==> config.mk <==
export PLATFORM = sky130hd
export DESIGN_NAME = rx_rdreq_wmark
export DESIGN_NICKNAME = d
export VERILOG_FILES = /design/src/rtl/rxw_pkg.sv /design/src/rtl/rxw_frame_track.sv /design/src/rtl/rxw_drain.sv /design/src/rtl/rxw_req.sv /design/src/rtl/rx_rdreq_wmark.sv
export SDC_FILE = /design/constraint.sdc
export NUM_CORES = 1
export LEC_CHECK = 0
export CAP_MARGIN = 30
export CORE_ASPECT_RATIO = 1.75
export CORE_MARGIN = 3
export CORE_UTILIZATION = 63
export CTS_CLUSTER_DIAMETER = 120
export DETAILED_ROUTE_END_ITERATION = 10
export DONT_BUFFER_PORTS = 1
export PLACE_DENSITY = 0.76
export SLEW_MARGIN = 20
export SYNTH_ARGS = -nofsm -noshare
export SYNTH_HDL_FRONTEND = slang
export SYNTH_SLANG_ARGS = --single-unit
==> constraint.sdc <==
create_clock -name clk -period 5.7 [get_ports clk]
set_clock_uncertainty 0.05 [all_clocks]
set_input_delay 0.285 -clock clk [delete_from_list [all_inputs] [get_ports clk]]
set_output_delay 0.285 -clock clk [all_outputs]
set_load 0.01 [all_outputs]
==> src/rtl/rxw_pkg.sv <==
package rxw_pkg;
  typedef enum logic [1:0] {
    THR_16  = 2'd0,
    THR_32  = 2'd1,
    THR_64  = 2'd2,
    THR_RSV = 2'd3
  } thr_sel_e;

  function automatic int unsigned thr_bytes(logic [1:0] code);
    case (thr_sel_e'(code))
      THR_16:  return 16;
      THR_32:  return 32;
      default: return 64;
    endcase
  endfunction
endpackage

==> src/rtl/rxw_frame_track.sv <==
module rxw_frame_track #(
  parameter int MIN_LEN = 64,
  localparam int CNT_W = $clog2(MIN_LEN + 1)
) (
  input  logic clk,
  input  logic rst_n,
  input  logic rx_sof,
  input  logic rx_eof,
  input  logic rx_wr,
  output logic gate_open,
  output logic long_enough
);
  logic [CNT_W-1:0] cnt_q;
  logic             in_frame_q;

  always_ff @(posedge clk or negedge rst_n) begin
    if (!rst_n) begin
      cnt_q      <= '0;
      in_frame_q <= 1'b0;
    end else if (rx_sof) begin
      cnt_q      <= rx_wr ? CNT_W'(1) : '0;
      in_frame_q <= 1'b1;
    end else begin
      if (rx_eof) in_frame_q <= 1'b0;
      if (in_frame_q && rx_wr && (cnt_q < CNT_W'(MIN_LEN)))
        cnt_q <= cnt_q + CNT_W'(1);
    end
  end

  assign long_enough = (cnt_q >= CNT_W'(MIN_LEN));
  assign gate_open   = in_frame_q && long_enough;
endmodule

==> src/rtl/rxw_drain.sv <==
module rxw_drain #(
  parameter int LVL_W      = 8,
  parameter int WORD_BYTES = 2
) (
  input  logic             clk,
  input  logic             rst_n,
  input  logic             load,
  input  logic             host_rd,
  input  logic [LVL_W-1:0] fifo_level,
  output logic [LVL_W-1:0] drain_cnt,
  output logic             draining
);
  localparam logic [LVL_W-1:0] WB = LVL_W'(WORD_BYTES);

  logic [LVL_W-1:0] lvl_take, cnt_take;

  always_comb begin
    lvl_take = '0;
    cnt_take = '0;
    if (host_rd) begin
      lvl_take = (fifo_level < WB) ? fifo_level : WB;
      cnt_take = (drain_cnt  < WB) ? drain_cnt  : WB;
    end
  end

  always_ff @(posedge clk or negedge rst_n) begin
    if (!rst_n)    drain_cnt <= '0;
    else if (load) drain_cnt <= fifo_level - lvl_take;
    else           drain_cnt <= drain_cnt - cnt_take;
  end

  assign draining = (drain_cnt != '0);
endmodule

==> src/rtl/rxw_req.sv <==
module rxw_req #(
  parameter int LVL_W       = 8,
  parameter int BURST_FLOOR = 2
) (
  input  logic             clk,
  input  logic             rst_n,
  input  logic             gate_open,
  input  logic             draining,
  input  logic [LVL_W-1:0] fifo_level,
  input  logic [1:0]       cfg_thresh,
  input  logic             cfg_burst,
  output logic             rd_req
);
  logic [LVL_W-1:0] thr_v, rel_v;
  logic             hold_q, above;

  assign thr_v = LVL_W'(rxw_pkg::thr_bytes(cfg_thresh));
  assign rel_v = cfg_burst ? LVL_W'(BURST_FLOOR) : thr_v;

  always_comb begin
    if (hold_q) above = (fifo_level > rel_v);
    else        above = (fifo_level > thr_v);
  end

  assign rd_req = draining || (gate_open && above);

  always_ff @(posedge clk or negedge rst_n) begin
    if (!rst_n) hold_q <= 1'b0;
    else        hold_q <= rd_req;
  end
endmodule

==> src/rtl/rx_rdreq_wmark.sv <==
module rx_rdreq_wmark #(
  parameter int LVL_W       = 8,
  parameter int MIN_LEN     = 64,
  parameter int WORD_BYTES  = 2,
  parameter int BURST_FLOOR = 2
) (
  input  logic             clk,
  input  logic             rst_n,
  input  logic             rx_wr,
  input  logic             rx_sof,
  input  logic             rx_eof,
  input  logic             host_rd,
  input  logic [LVL_W-1:0] fifo_level,
  input  logic [1:0]       cfg_thresh,
  input  logic             cfg_burst,
  input  logic             cfg_runt_ok,
  output logic             rd_req
);
  logic             gate_open, long_enough, draining, drain_load;
  logic [LVL_W-1:0] drain_cnt;

  rxw_frame_track #(.MIN_LEN(MIN_LEN)) u_trk (
    .clk(clk), .rst_n(rst_n), .rx_sof(rx_sof), .rx_eof(rx_eof), .rx_wr(rx_wr),
    .gate_open(gate_open), .long_enough(long_enough)
  );

  assign drain_load = rx_eof && !rx_sof && (long_enough || cfg_runt_ok);

  rxw_drain #(.LVL_W(LVL_W), .WORD_BYTES(WORD_BYTES)) u_drn (
    .clk(clk), .rst_n(rst_n), .load(drain_load), .host_rd(host_rd),
    .fifo_level(fifo_level), .drain_cnt(drain_cnt), .draining(draining)
  );

  rxw_req #(.LVL_W(LVL_W), .BURST_FLOOR(BURST_FLOOR)) u_req (
    .clk(clk), .rst_n(rst_n), .gate_open(gate_open), .draining(draining),
    .fifo_level(fifo_level), .cfg_thresh(cfg_thresh), .cfg_burst(cfg_burst),
    .rd_req(rd_req)
  );
endmodule

==> key figures <==
Synthesis
  • Top_reg_cell synth: dfrtp_1
  • Yosys warnings: 0
  • Synth cell types: 44
  • Register area share after synthesis: 0.268
  • Synthesis-stage register bit count: 17
  • Cell area after synthesis: 1590 µm²
  • Syn Inst Count: 182
  • Fraction of registers with async set/reset: 1.00
  • Post-synth EDFFs: 0
  • Largest area contributor in the netlist: dfrtp_1
  • Synth area leaders: dfrtp_1 27%, ha_1 19%, nand2_1 5.2%
  • Syn_area_per_cell: between 8 and 9 µm²
  • Share of the synthesized area in the top cell type: 0.268

Global route
  • Pin count of the biggest net entering global routing: 18
  • Congestion Overflow GR: 0
  • GRT Total Usage: 0.232
  • Global-route wire length before repair: roughly 5700 µm
  • Initial antenna violation count: 0
  • Vias in the first global route: 1449

Detailed routing
  • Total number of vias: roughly 1300
  • Pre-antenna DRT Iters: 5
  • Total wire length: 3130 µm
  • Vias per Instance: 5.89
  • 1st-iter DRT viols: 37
  • Routed len/inst: between 10 and 15 µm
  • Antenna-violating nets left: 0
  • DRC Markers: 0

Min path
  • Hold WC Path Type: input port to register
  • Hold path start: rx_sof
  • Hold path endpoint: u_trk.cnt_q[3]$_DFFE_PN0P_
  • Worst hold stages: 1

STA
  • FMAX: ~350 MHz
  • Hold Vio Cnt, Final: 0
  • Worst-margin pin slew: 0.728 ns
  • Crit share post-route: 0.500
  • RSZ-0062 raised after global routing: false
  • Setup_tns: 0 ns
  • Period minus WS final: around 2.8 ns
  • Final Slew Violations: 0
  • Final setup vio count: 0
  • Relative slew slack: 0.513

Worst setup path
  • Worst EP required: around 5.8 ns
  • R2R cell count: 11
  • R2R setup slack: ~2.9 ns
  • Worst Setup End Kind: register
  • Startpoint types: register
  • Reg-to-reg endpoint: u_drn.drain_cnt[6]$_DFF_PN0_
  • CP Max Fanout: 3
  • Critical path class: register to register
  • R2r startpoint: u_drn.drain_cnt[1]$_DFF_PN0_
  • Worst endpoint data arrival time: slightly below 3 ns

Status
  • Status: complete, no violations

Clock tree
  • Clock sink count: 17
  • CTS max path bufs: 2
  • Worst-Skew Late Latency: between 0.2 and 0.3 ns
  • CTS tree: yes
  • Total CTS buffers: 3
  • Setup Fix Bufs, Post-CTS: 0
  • Clk pin slew, worst setup/hold paths: around 0.070 ns
  • Root Buffer: clkbuf_8
  • H-tree depth: 1

Placement
  • I/O Buffers: 0
  • Placed wire-length estimate: 2630 µm
  • Instance area after placement: about 1600 µm²
  • Gpl congestion: 0.866

Final layout
  • Layout cells sized above 1: 0.0513
  • # diodes: 0
  • Fillers: 190
  • Most common cell after layout, fill and taps aside: ha_1
  • Design area: around 1700 µm²
  • Most frequent cells in the layout: 24 x ha_1, 22 x nand2_1, 18 x nor2_1
  • Area Overhead vs Synth: 7.16%
  • Final nets: 240

Floorplanning
  • Die area: ~3200 µm²
  • Starting Density: 0.674
  • Ports: 19
  • Num rows: 23
  • Die width: approximately 44 µm
  • Core Region: roughly 2400 µm²
  • Die H: roughly 72 µm

Power and ir drop
  • Peak supply drop: a little over 0.2 mV
  • Leak: 0.000813 µW
  • PwrDens: between 300 and 400 nW/µm²

Flow run
  • MaxCap Viol Count: 0
-- Yosys cell counts (all sizes together), types with 2 or more instances --
cell     n
a21oi   13
xor2     7
o21ai    9
nand2b   4
nor3     2
xnor2    6
a21o     2
nor2b    3
ha      24
dfrtp   17
nand4    3
nor3b    2
mux2i    5
and2     2
fa       2
o31a     2
nor4     3
inv     10
nand2   22
and3     3
nor2    18
buf      3
a21boi   2
-- per-layer routing --
layer	global-route usage	vias up	wire length, µm
li1	-	656	-
met1	0.235	608	1210
met2	0.446	25	1770
met3	0.0347	6	89
met4	0.0906	0	57
met5	0	-	0
-- logic make-up (layout without fill, tap and decap cells) --
family          Yosys count  count (layout)  share of synthesized area
compound gates           36              36                      0.151
flops                    17              17                      0.268
fa+ha+maj                26              26                      0.214
buf+inv                  13              15                     0.0346
simple gates             70              70                      0.220
xor+xnor                 13              13                     0.0716
other cells               1              12                    0.00236
mux                       6               6                     0.0386
-- worst max-delay path, cell delays in order, from the launching register on --
cell	delay, ns
dfrtp_1	0.43
nor4_1	0.39
nand2_1	0.17
nor2_1	0.16
ha_1	0.19
inv_1	0.05
fa_1	0.42
a21oi_2	0.20
o21ai_2	0.09
mux2i_1	0.13
o41ai_2	0.33
nand4_1	0.12
-- worst max path at each step --
| stage | from | endpoint | slack (ns) | depth (start not counted) |
|---|---|---|---|---|
| floorplan | u_drn.drain_cnt[1]$_DFF_PN0_ | u_drn.drain_cnt[6]$_DFF_PN0_ | 3.26 | 11 |
| global placement | u_drn.drain_cnt[1]$_DFF_PN0_ | u_drn.drain_cnt[6]$_DFF_PN0_ | 3.17 | 11 |
| detailed placement | u_drn.drain_cnt[1]$_DFF_PN0_ | u_drn.drain_cnt[6]$_DFF_PN0_ | 2.94 | 11 |
| CTS | u_drn.drain_cnt[1]$_DFF_PN0_ | u_drn.drain_cnt[6]$_DFF_PN0_ | 2.88 | 11 |
| global route | u_drn.drain_cnt[1]$_DFF_PN0_ | u_drn.drain_cnt[6]$_DFF_PN0_ | 2.67 | 11 |
| finish | u_drn.drain_cnt[1]$_DFF_PN0_ | u_drn.drain_cnt[6]$_DFF_PN0_ | 2.85 | 11 |
-- cell type report --
type / count / area (µm²) / area share
clock buffer: 3 / 41.3 / 0.0242
multi-input combinational: 163 / 1150 / 0.675
inverter: 10 / 37.5 / 0.0220
timing repair buffer: 1 / 10.0 / 0.00587
sequential: 17 / 425 / 0.250
tap: 25 / 31.3 / 0.0184
clock inverter: 1 / 7.51 / 0.00441
-- state kept, by name, indices dropped and copies added (netlist names) --
| signal | flops |
|---|---|
| u_drn.drain_cnt | 8 |
| u_trk.in_frame_q | 1 |
| u_trk.cnt_q | 7 |
| u_req.hold_q | 1 |
-- metrics by stage --
| stage | cells | hold slack, ns | util | power [µW] | setup slack [ns] |
|---|---|---|---|---|---|
| after detailed placement | 215 | -0.0602 | 0.697 | 439 | 2.94 |
| final | 220 | 0.0350 | 0.722 | 535 | 2.85 |
| after floorplan | 193 | -0.0606 | - | 390 | 3.26 |
| after global placement | 215 | -0.0603 | 0.697 | 425 | 3.17 |
| after global routing | 220 | 0.0334 | 0.722 | 590 | 2.67 |
| after CTS | 220 | 0.0345 | 0.722 | 538 | 2.88 |
-- power by group --
group	internal, µW	switching [µW]	total (µW)
sequential	153	24.0	177
clock	49.2	41.3	90.5
combinational	125	143	268
-- timing repair --
| item | CTS | global route |
|---|---|---|
| endpoints found under the hold margin | 17 | 0 |
| hold buffers | 1 | 0 |
| resized for setup | 0 | 0 |
No activity file was read; power rests on OpenSTA's default activity.
